### src/rtl/rxq_pkg.sv
package rxq_pkg;
  typedef enum logic [0:0] {
    FS_IDLE    = 1'b0,
    FS_CAPTURE = 1'b1
  } frame_state_e;
endpackage

### src/rtl/rxq_cfg_regs.sv
module rxq_cfg_regs #(
  parameter int IDX_W   = 7,
  parameter int DEPTH_W = 7,
  parameter int SIZE_W  = 6
) (
  input  logic               clk,
  input  logic               rst,
  input  logic               cfg_mode,
  input  logic               cfg_we,
  input  logic [IDX_W-1:0]   cfg_start,
  input  logic [DEPTH_W-1:0] cfg_depth,
  input  logic [SIZE_W-1:0]  cfg_size,
  output logic [IDX_W-1:0]   start_q,
  output logic [DEPTH_W-1:0] depth_q,
  output logic [SIZE_W-1:0]  size_q,
  output logic               cfg_load
);
  localparam logic [DEPTH_W-1:0] MIN_DEPTH = DEPTH_W'(2);

  assign cfg_load = cfg_we && cfg_mode && (cfg_depth >= MIN_DEPTH);

  always_ff @(posedge clk) begin
    if (rst) begin
      start_q <= '0;
      depth_q <= MIN_DEPTH;
      size_q  <= SIZE_W'(1);
    end else if (cfg_load) begin
      start_q <= cfg_start;
      depth_q <= cfg_depth;
      size_q  <= cfg_size;
    end
  end
endmodule

### src/rtl/rxq_ring_ctrl.sv
module rxq_ring_ctrl #(
  parameter int IDX_W   = 7,
  parameter int DEPTH_W = 7
) (
  input  logic               clk,
  input  logic               rst,
  input  logic               cfg_load,
  input  logic [IDX_W-1:0]   cfg_start_in,
  input  logic [IDX_W-1:0]   start_q,
  input  logic [DEPTH_W-1:0] depth_q,
  input  logic               commit_req,
  input  logic               host_ack,
  output logic [IDX_W-1:0]   wr_idx,
  output logic [IDX_W-1:0]   rd_idx,
  output logic               nempty,
  output logic               ovf
);
  localparam int EXT_W = IDX_W + 1;

  logic [DEPTH_W-1:0] cnt_q, cnt_n;
  logic [EXT_W-1:0]   last_w;
  logic [IDX_W-1:0]   wr_nx, rd_nx;
  logic               full, do_push, do_pop, ovf_hit;

  always_comb begin
    last_w  = {1'b0, start_q} + EXT_W'(depth_q) - EXT_W'(1);
    wr_nx   = ({1'b0, wr_idx} == last_w) ? start_q : wr_idx + IDX_W'(1);
    rd_nx   = ({1'b0, rd_idx} == last_w) ? start_q : rd_idx + IDX_W'(1);
    full    = (cnt_q == depth_q - DEPTH_W'(1));
    do_push = commit_req && !full;
    ovf_hit = commit_req && full;
    do_pop  = host_ack && nempty;
    cnt_n   = cnt_q + DEPTH_W'(do_push) - DEPTH_W'(do_pop);
  end

  always_ff @(posedge clk) begin
    if (rst) begin
      wr_idx <= '0;
      rd_idx <= '0;
      cnt_q  <= '0;
      nempty <= 1'b0;
      ovf    <= 1'b0;
    end else if (cfg_load) begin
      wr_idx <= cfg_start_in;
      rd_idx <= cfg_start_in;
      cnt_q  <= '0;
      nempty <= 1'b0;
      ovf    <= 1'b0;
    end else begin
      if (do_push) wr_idx <= wr_nx;
      if (do_pop)  rd_idx <= rd_nx;
      cnt_q  <= cnt_n;
      nempty <= (cnt_n != '0);
      if (ovf_hit) ovf <= 1'b1;
    end
  end
endmodule

### src/rtl/rxq_wr_port.sv
module rxq_wr_port
  import rxq_pkg::*;
#(
  parameter int IDX_W     = 7,
  parameter int SIZE_W    = 6,
  parameter int ADDR_W    = 12,
  parameter int DATA_W    = 16,
  parameter int DATA_BASE = 256
) (
  input  logic              clk,
  input  logic              rst,
  input  logic              cfg_load,
  input  logic              rx_begin,
  input  logic              rx_owned,
  input  logic              rx_word_vld,
  input  logic [DATA_W-1:0] rx_word,
  input  logic              rx_end,
  input  logic              rx_ok,
  input  logic [DATA_W-1:0] rx_hdr,
  input  logic [IDX_W-1:0]  wr_idx,
  input  logic [IDX_W-1:0]  start_q,
  input  logic [SIZE_W-1:0] size_q,
  output logic              commit_req,
  output logic              mem_we,
  output logic [ADDR_W-1:0] mem_addr,
  output logic [DATA_W-1:0] mem_wdata
);
  frame_state_e      st_q;
  logic [SIZE_W-1:0] wcnt_q;
  logic [IDX_W-1:0]  rel;
  logic [ADDR_W-1:0] data_addr;
  logic              capturing, word_take, hdr_take;

  always_comb begin
    capturing  = (st_q == FS_CAPTURE);
    rel        = wr_idx - start_q;
    data_addr  = ADDR_W'(DATA_BASE) + ADDR_W'(rel) * ADDR_W'(size_q) + ADDR_W'(wcnt_q);
    word_take  = capturing && rx_word_vld && (wcnt_q < size_q);
    hdr_take   = capturing && rx_end;
    commit_req = hdr_take && rx_ok && !cfg_load;
  end

  always_ff @(posedge clk) begin
    if (rst || cfg_load) begin
      st_q   <= FS_IDLE;
      wcnt_q <= '0;
    end else if (rx_begin) begin
      st_q   <= rx_owned ? FS_IDLE : FS_CAPTURE;
      wcnt_q <= '0;
    end else if (hdr_take) begin
      st_q <= FS_IDLE;
    end else if (word_take) begin
      wcnt_q <= wcnt_q + SIZE_W'(1);
    end
  end

  always_ff @(posedge clk) begin
    if (rst || cfg_load) begin
      mem_we    <= 1'b0;
      mem_addr  <= '0;
      mem_wdata <= '0;
    end else begin
      mem_we <= hdr_take || word_take;
      if (hdr_take) begin
        mem_addr  <= ADDR_W'(wr_idx);
        mem_wdata <= rx_hdr;
      end else if (word_take) begin
        mem_addr  <= data_addr;
        mem_wdata <= rx_word;
      end
    end
  end
endmodule

### src/rtl/rxq_index_mgr.sv
module rxq_index_mgr #(
  parameter int IDX_W     = 7,
  parameter int DEPTH_W   = 7,
  parameter int SIZE_W    = 6,
  parameter int ADDR_W    = 12,
  parameter int DATA_W    = 16,
  parameter int DATA_BASE = 256
) (
  input  logic               clk,
  input  logic               rst,
  input  logic               cfg_mode,
  input  logic               cfg_we,
  input  logic [IDX_W-1:0]   cfg_start,
  input  logic [DEPTH_W-1:0] cfg_depth,
  input  logic [SIZE_W-1:0]  cfg_size,
  input  logic               rx_begin,
  input  logic               rx_owned,
  input  logic               rx_word_vld,
  input  logic [DATA_W-1:0]  rx_word,
  input  logic               rx_end,
  input  logic               rx_ok,
  input  logic [DATA_W-1:0]  rx_hdr,
  input  logic               host_ack,
  output logic [IDX_W-1:0]   cfg_start_o,
  output logic [DEPTH_W-1:0] cfg_depth_o,
  output logic [SIZE_W-1:0]  cfg_size_o,
  output logic [IDX_W-1:0]   rd_idx_o,
  output logic [IDX_W-1:0]   wr_idx_o,
  output logic               nempty_o,
  output logic               ovf_o,
  output logic               mem_we,
  output logic [ADDR_W-1:0]  mem_addr,
  output logic [DATA_W-1:0]  mem_wdata
);
  logic cfg_load, commit_req;

  rxq_cfg_regs #(.IDX_W(IDX_W), .DEPTH_W(DEPTH_W), .SIZE_W(SIZE_W)) u_cfg (
    .clk(clk), .rst(rst), .cfg_mode(cfg_mode), .cfg_we(cfg_we),
    .cfg_start(cfg_start), .cfg_depth(cfg_depth), .cfg_size(cfg_size),
    .start_q(cfg_start_o), .depth_q(cfg_depth_o), .size_q(cfg_size_o),
    .cfg_load(cfg_load)
  );

  rxq_ring_ctrl #(.IDX_W(IDX_W), .DEPTH_W(DEPTH_W)) u_ring (
    .clk(clk), .rst(rst), .cfg_load(cfg_load), .cfg_start_in(cfg_start),
    .start_q(cfg_start_o), .depth_q(cfg_depth_o), .commit_req(commit_req),
    .host_ack(host_ack), .wr_idx(wr_idx_o), .rd_idx(rd_idx_o),
    .nempty(nempty_o), .ovf(ovf_o)
  );

  rxq_wr_port #(.IDX_W(IDX_W), .SIZE_W(SIZE_W), .ADDR_W(ADDR_W),
                .DATA_W(DATA_W), .DATA_BASE(DATA_BASE)) u_wr (
    .clk(clk), .rst(rst), .cfg_load(cfg_load), .rx_begin(rx_begin),
    .rx_owned(rx_owned), .rx_word_vld(rx_word_vld), .rx_word(rx_word),
    .rx_end(rx_end), .rx_ok(rx_ok), .rx_hdr(rx_hdr), .wr_idx(wr_idx_o),
    .start_q(cfg_start_o), .size_q(cfg_size_o), .commit_req(commit_req),
    .mem_we(mem_we), .mem_addr(mem_addr), .mem_wdata(mem_wdata)
  );
endmodule

### config.mk
export PLATFORM = sky130hd
export DESIGN_NAME = rxq_index_mgr
export DESIGN_NICKNAME = d
export VERILOG_FILES = /design/src/rtl/rxq_pkg.sv /design/src/rtl/rxq_cfg_regs.sv /design/src/rtl/rxq_ring_ctrl.sv /design/src/rtl/rxq_wr_port.sv /design/src/rtl/rxq_index_mgr.sv
export SDC_FILE = /design/constraint.sdc
export NUM_CORES = 1
export LEC_CHECK = 0
export BUFFER_PORTS_ARGS = -buffer_cell sky130_fd_sc_hd__buf_2
export CAP_MARGIN = 40
export CORE_MARGIN = 1.5
export CORE_UTILIZATION = 60
export CTS_CLUSTER_SIZE = 12
export DETAILED_ROUTE_END_ITERATION = 12
export PLACE_DENSITY = 0.86
export SYNTH_ARGS = -nofsm -noshare
export SYNTH_HDL_FRONTEND = slang
export SYNTH_SLANG_ARGS = --single-unit
### constraint.sdc
create_clock -name clk -period 11.3 [get_ports clk]
set_input_delay 0.565 -clock clk [delete_from_list [all_inputs] [get_ports clk]]
set_output_delay 0.565 -clock clk [all_outputs]
set_load 0.005 [all_outputs]
# [Word level (Yosys, flattened, before mapping)]
# Index checks and enable logic that the tools add are counted.
[totals] reg_bits=79 inputBits=62 output_inout_bits=65 wordCells=68
[op_classes] add_sub_neg=11 n_mul=1 magnitude_cmp=2 n_eq_ne=3 muxes=13 n_bitwise=1 n_reduce_logical=23
[ops] operator="2-to-1 mux 7 bit" n=8
[ops] operator="2-to-1 mux 16 bit" n=2
[ops] operator="equality test 7 x 8 -> 1 bit" n=2
[ops] operator="adder 7 x 1 -> 7 bit, second input constant" n=2
[ops] operator="adder 12 x 6 -> 12 bit" n=1
[ops] operator="adder 9 x 12 -> 12 bit, first input constant" n=1
[ops] operator="multiplier 7 x 6 -> 12 bit" n=1
[ops] operator="logical AND 1 bit" n=10
[ops] operator="adder 7 x 7 -> 8 bit" n=1
[ops] operator="nonzero test 2 bit" n=4
[ops] operator="subtractor 8 x 1 -> 8 bit, second input constant" n=1
[ops] operator="adder 7 x 1 -> 7 bit" n=1
[ops] operator="equality test 7 bit" n=1
[ops] operator="greater-or-equal comparator 7 x 2 -> 1 bit, second input constant" n=1
[ops] operator="nonzero test 7 bit" n=1
[ops] operator="subtractor 7 x 1 -> 7 bit" n=1
[ops] operator="subtractor 7 x 1 -> 7 bit, second input constant" n=1
[ops] operator="subtractor 7 bit" n=1
[ops] operator="adder 6 x 1 -> 6 bit, second input constant" n=1
[ops] operator="less-than comparator 6 bit" n=1
[ops] operator="OR reduction 2 bit" n=3
[ops] operator="2-to-1 mux 1 bit" n=3
[ops] operator="zero test 1 bit" n=2
[ops] operator="logical OR 1 bit" n=2
[ops] operator="2 further kinds" n=2

# [Logic depth before layout (Yosys ltp)]
[logic_depth] word_depth=8 ltp_mapped=24 ltp_nobuf=24

# [Modules after synthesis]
# From an unflattened synthesis, not the netlist that was laid out.
[unflattened] hier_cells=808 hier_area_um2=6740.2
[modules_own_cells] module="rxq_wr_port" n_inst=1 cells_per_inst=423 area_each_um2=3497.1 seq_area_each_um2=720.7
[modules_own_cells] module="rxq_ring_ctrl" n_inst=1 cells_per_inst=292 area_each_um2=2331.0 seq_area_each_um2=460.4
[modules_own_cells] module="rxq_cfg_regs" n_inst=1 cells_per_inst=93 area_each_um2=912.1 seq_area_each_um2=400.4

# [Worst setup path before layout]
# Ideal clock, no wire load.
[synth_path] kind="reg-to-reg" startpoint="register u_ring.wr_idx[0]" endpoint="register u_wr.mem_addr[11]" setup_ns=0.058 arrival_time_ns=5.379 required_ns=11.242 slack_ns=5.863 stages_incl_launch_ff=24 path_buffers=0 period_less_slack_ns=5.437 cell_sequence="dfxtp_1 -> inv_1 -> ha_1 -> inv_1 -> fa_1 -> a21o_1 -> a21oi_1 -> xnor2_1 -> and2_1 -> fa_1 -> inv_1 -> fa_1 -> inv_1 -> fa_1 -> inv_1 -> fa_1 -> inv_1 -> ha_1 -> nor4_1 -> o21ai_0 -> a41o_1 -> or4_1 -> mux2i_1 -> a31o_2"
[synth_via] elab_chain_len=4
[synth_rtl] item="start, declared" line_no="rxq_ring_ctrl.sv:13" text="output logic [IDX_W-1:0] wr_idx,"
[synth_rtl] item="start signal, assigned" line_no="rxq_ring_ctrl.sv:44" text="wr_idx <= cfg_start_in;"
[synth_rtl] item="start signal, assigned" line_no="rxq_ring_ctrl.sv:50" text="if (do_push) wr_idx <= wr_nx;"
[synth_rtl] item="subtractor 7 bit" line_no="rxq_wr_port.sv:36" text="rel = wr_idx - start_q;"
[synth_rtl] item="multiplier 7 x 6 -> 12 bit" line_no="rxq_wr_port.sv:37" text="data_addr = ADDR_W'(DATA_BASE) + ADDR_W'(rel) * ADDR_W'(size_q) + ADDR_W'(wcnt_q);"
[synth_rtl] item="adder 9 x 12 -> 12 bit" line_no="rxq_wr_port.sv:37"
[synth_rtl] item="adder 12 x 6 -> 12 bit" line_no="rxq_wr_port.sv:37"
[synth_rtl] item="end signal, assigned" line_no="rxq_wr_port.sv:65" text="mem_addr <= ADDR_W'(wr_idx);"
[synth_rtl] item="end signal, assigned" line_no="rxq_wr_port.sv:68" text="mem_addr <= data_addr;"
[synth_rtl] item="end, declared" line_no="rxq_wr_port.sv:25" text="output logic [ADDR_W-1:0] mem_addr,"
# Every way passes these cells.
# A chain may end at the register's enable or synchronous reset.

# [Worst setup path after layout]
# Same ends and word-level chain as after synthesis.

==> impl_metrics.env <==
export IMPL_status="finished clean"
export IMPL_synth_top_family_by_area="adder cells"
export IMPL_drc=0
export IMPL_die_h_um=106
export IMPL_wl_per_cell_um=16.2
export IMPL_core_mm2=0.0103
export IMPL_synth_area_mux_share_pct=6.00
export IMPL_synthAdderAreaFrac_pct=21.2
export IMPL_synth_compound_area_share_pct=14.2
export IMPL_postRouteAntennaNets=0
export IMPL_ys_seq_elements=79
export IMPL_dp_slack_ps=5540
export IMPL_insertion_delay_ps=360
export IMPL_critPathKind="register to register"
export IMPL_syn_inst=759
export IMPL_max_freq_mhz=169
export IMPL_antenna_found_initial=0
export IMPL_placement_rows=37
export IMPL_dp_cells=999
export IMPL_setup_violations=0
export IMPL_synth_cell_area_mm2=0.00636
export IMPL_dp_hpwl_um=12600
export IMPL_whs_path_depth=3
export IMPL_htreeDepth=3
export IMPL_fin_area_mm2=0.00729
export IMPL_rsz0062_at_grt="no"
export IMPL_cp_max_fo=7
export IMPL_reg2regPathDepth=23
export IMPL_path_clk_slew_ps=90
export IMPL_cts_hold_buf=0
export IMPL_use_met2_pct=51.4
export IMPL_min_period_over_period_pct=52.2
export IMPL_instances_no_fill=1015
export IMPL_p_per_area_mw_per_mm2=125
export IMPL_syn2layout_area_growth_pct=14.7
export IMPL_finalSetupTns_ps=0
export IMPL_grt_use_total_pct=30.4
export IMPL_placed_cell_area_mm2=0.00709
export IMPL_synth_net_count=913
export IMPL_worst_pin_slew_ps=643
export IMPL_first_global_vias=5820
export IMPL_drive_gt1_share_pct=18.8
export IMPL_drt_iter0_markers=303
export IMPL_synthSimpleGateAreaFrac_pct=18.4
export IMPL_start_util_pct=61.6
export IMPL_drt_total_wl_um=16500
export IMPL_final_common_cell="buf_2"
export IMPL_maxSlewHeadroom_pct=56.9
export IMPL_cts_resized=0
export IMPL_grt_max_degree=41
export IMPL_syn_avg_cell_area_um2=8.38
export IMPL_async_flop_share_pct=0
export IMPL_cap_violations=0
export IMPL_drv_slew=0
export IMPL_synth_seq_area_share_pct=24.9
export IMPL_die_area_mm2=0.0112
export IMPL_fin_crit_ps=5900
export IMPL_yosysUniqueCellTypes=60
export IMPL_worst_setup_path_end_kind="register"
export IMPL_setup_ws_ps=5400
export IMPL_fillers=830
export IMPL_io_pins=127
export IMPL_gr_total_overflow=0
export IMPL_cts_root_buffer="clkbuf_8"
export IMPL_port_buffers=126
export IMPL_vias=5776
export IMPL_hold_viol=0
export IMPL_nets=1028
export IMPL_hp_class="input pin to register"
export IMPL_routabilityCongestion=0.901
export IMPL_cts_buffers_inserted=9
export IMPL_finClkSkew_ps=12.8
export IMPL_cts_setup_buffers=0
export IMPL_vias_per_cell=5.69
export IMPL_postLayoutCoreUtil_pct=70.6
export IMPL_busiest_layer="met2"
export IMPL_die_x_um=106
export IMPL_p_leak_uw=0.00364
export IMPL_cts_path_max_buffers=2
export IMPL_synth_xor_area_share_pct=8.52
export IMPL_cts_tree="yes"
export IMPL_synth_enable_flop_cells=0
export IMPL_cp_arrival_ps=6210
export IMPL_yosys_warnings=0
export IMPL_clock_sinks=79
export IMPL_cp_required_ps=11610
export IMPL_grt_util_met1_pct=36.8
export IMPL_cp_start_kind="register"
export IMPL_dr_pass1_iters=4
export IMPL_diodes=0
export IMPL_final_cell_mix="buf_2 (126), inv_1 (86), dfxtp_1 (79)"
export IMPL_groute_layer_met3_usage_pct=6.56
export IMPL_grt_pass1_wl_um=27100
export IMPL_ys_flop_type="dfxtp_1"
export IMPL_peakVddDrop_mv=0.141
[worst max-delay path: stages, from the launching register on]
cell	delay (ps)
dfxtp_1	390
inv_1	100
ha_1	140
inv_1	60
fa_1	400
a21o_1	200
a21oi_1	300
xnor2_1	210
and2_1	220
fa_1	500
inv_1	50
fa_1	480
inv_1	60
fa_1	550
inv_1	60
fa_1	500
inv_1	40
ha_1	240
nor4_1	270
o21ai_0	150
a41o_1	270
or4_1	390
mux2i_1	150
a31o_2	120
[final cells by class]
class	count	area (µm²)	share of cell area (%)
repair buffers	131	668	9.16
clock inverters	5	63.8	0.875
flip-flops and latches	79	1580	21.7
inverters	86	323	4.43
well taps	136	170	2.33
multi-input cells	567	4350	59.6
clock buffers	11	141	1.94
[report_power, final]
part           switching, µW  total [µW]  internal, µW
combinational            204         360           156
clock                    115         226           110
sequential              25.9         323           297
[cells in the mapped netlist, types with 2 or more instances]
cell	n	area [µm²]
a211oi_1	16	120
a211oi_2	2	25.0
a21o_1	12	90.1
a21oi_1	50	250
a22oi_1	2	15.0
a31oi_1	10	62.6
a32oi_1	4	35.0
and2_1	32	200
and3_1	3	18.8
buf_1	2	7.51
buf_2	2	10.0
buf_4	2	15.0
clkbuf_1	21	78.8
dfxtp_1	79	1580
fa_1	26	521
ha_1	66	826
inv_1	86	323
mux2_2	5	56.3
mux2i_1	31	310
nand2_1	71	267
nand2b_1	8	50.1
nand3_1	15	75.1
nand4_1	4	25.0
nor2_1	68	255
nor2b_1	3	18.8
nor3_1	6	30.0
nor4_1	6	37.5
nor4_2	2	25.0
nor4b_1	5	43.8
o21ai_0	25	125
o21bai_1	6	45.0
or3_1	3	18.8
xnor2_1	35	307
xor2_1	25	219
[per-stage QoR]
step / hold WS [ps] / total power, µW
global placement: 454 / 672
finish: 414 / 909
detailed placement: 465 / 681
global route: 418 / 972
floorplan: 460 / 593
CTS: 405 / 909
[registers in the layout, indices dropped and copies added (netlist names), 6 cells and up]
| name | count |
|---|---|
| u_cfg.size_q | 6 |
| u_wr.wcnt_q | 6 |
| u_cfg.depth_q | 7 |
| u_ring.wr_idx | 7 |
| u_cfg.start_q | 7 |
| u_wr.mem_addr | 12 |
| u_ring.cnt_q | 7 |
| u_wr.mem_wdata | 16 |
| u_ring.rd_idx | 7 |
[logic make-up (layout without fill, tap and decap cells)]
kind of cell    after synthesis  after routing
compound gates              141            141
mux                          37             37
simple gates                236            236
buf+inv                     113            233
flops                        79             79
fa+ha+maj                    92             92
xor+xnor                     61             61
[worst paths after layout]
path                                        from                end  slack (ps)
worst max register to register  u_ring.wr_idx[0]  u_wr.mem_addr[11]        5400
worst max-delay path            u_ring.wr_idx[0]  u_wr.mem_addr[11]        5400
worst min-delay path                 cfg_size[0]    u_cfg.size_q[0]         410
worst min register to register  u_wr.mem_addr[5]   u_wr.mem_addr[5]         480
[per-layer routing]
metal  wire, µm  part of all wire [%]  up-vias
met5          0                     0        -
met4        705                   4.3        0
met3       1070                   6.5       53
met2       7810                    47      218
met1       6880                    42     2708
li1           -                     -     2797
(Power assumes the default switching activity.)
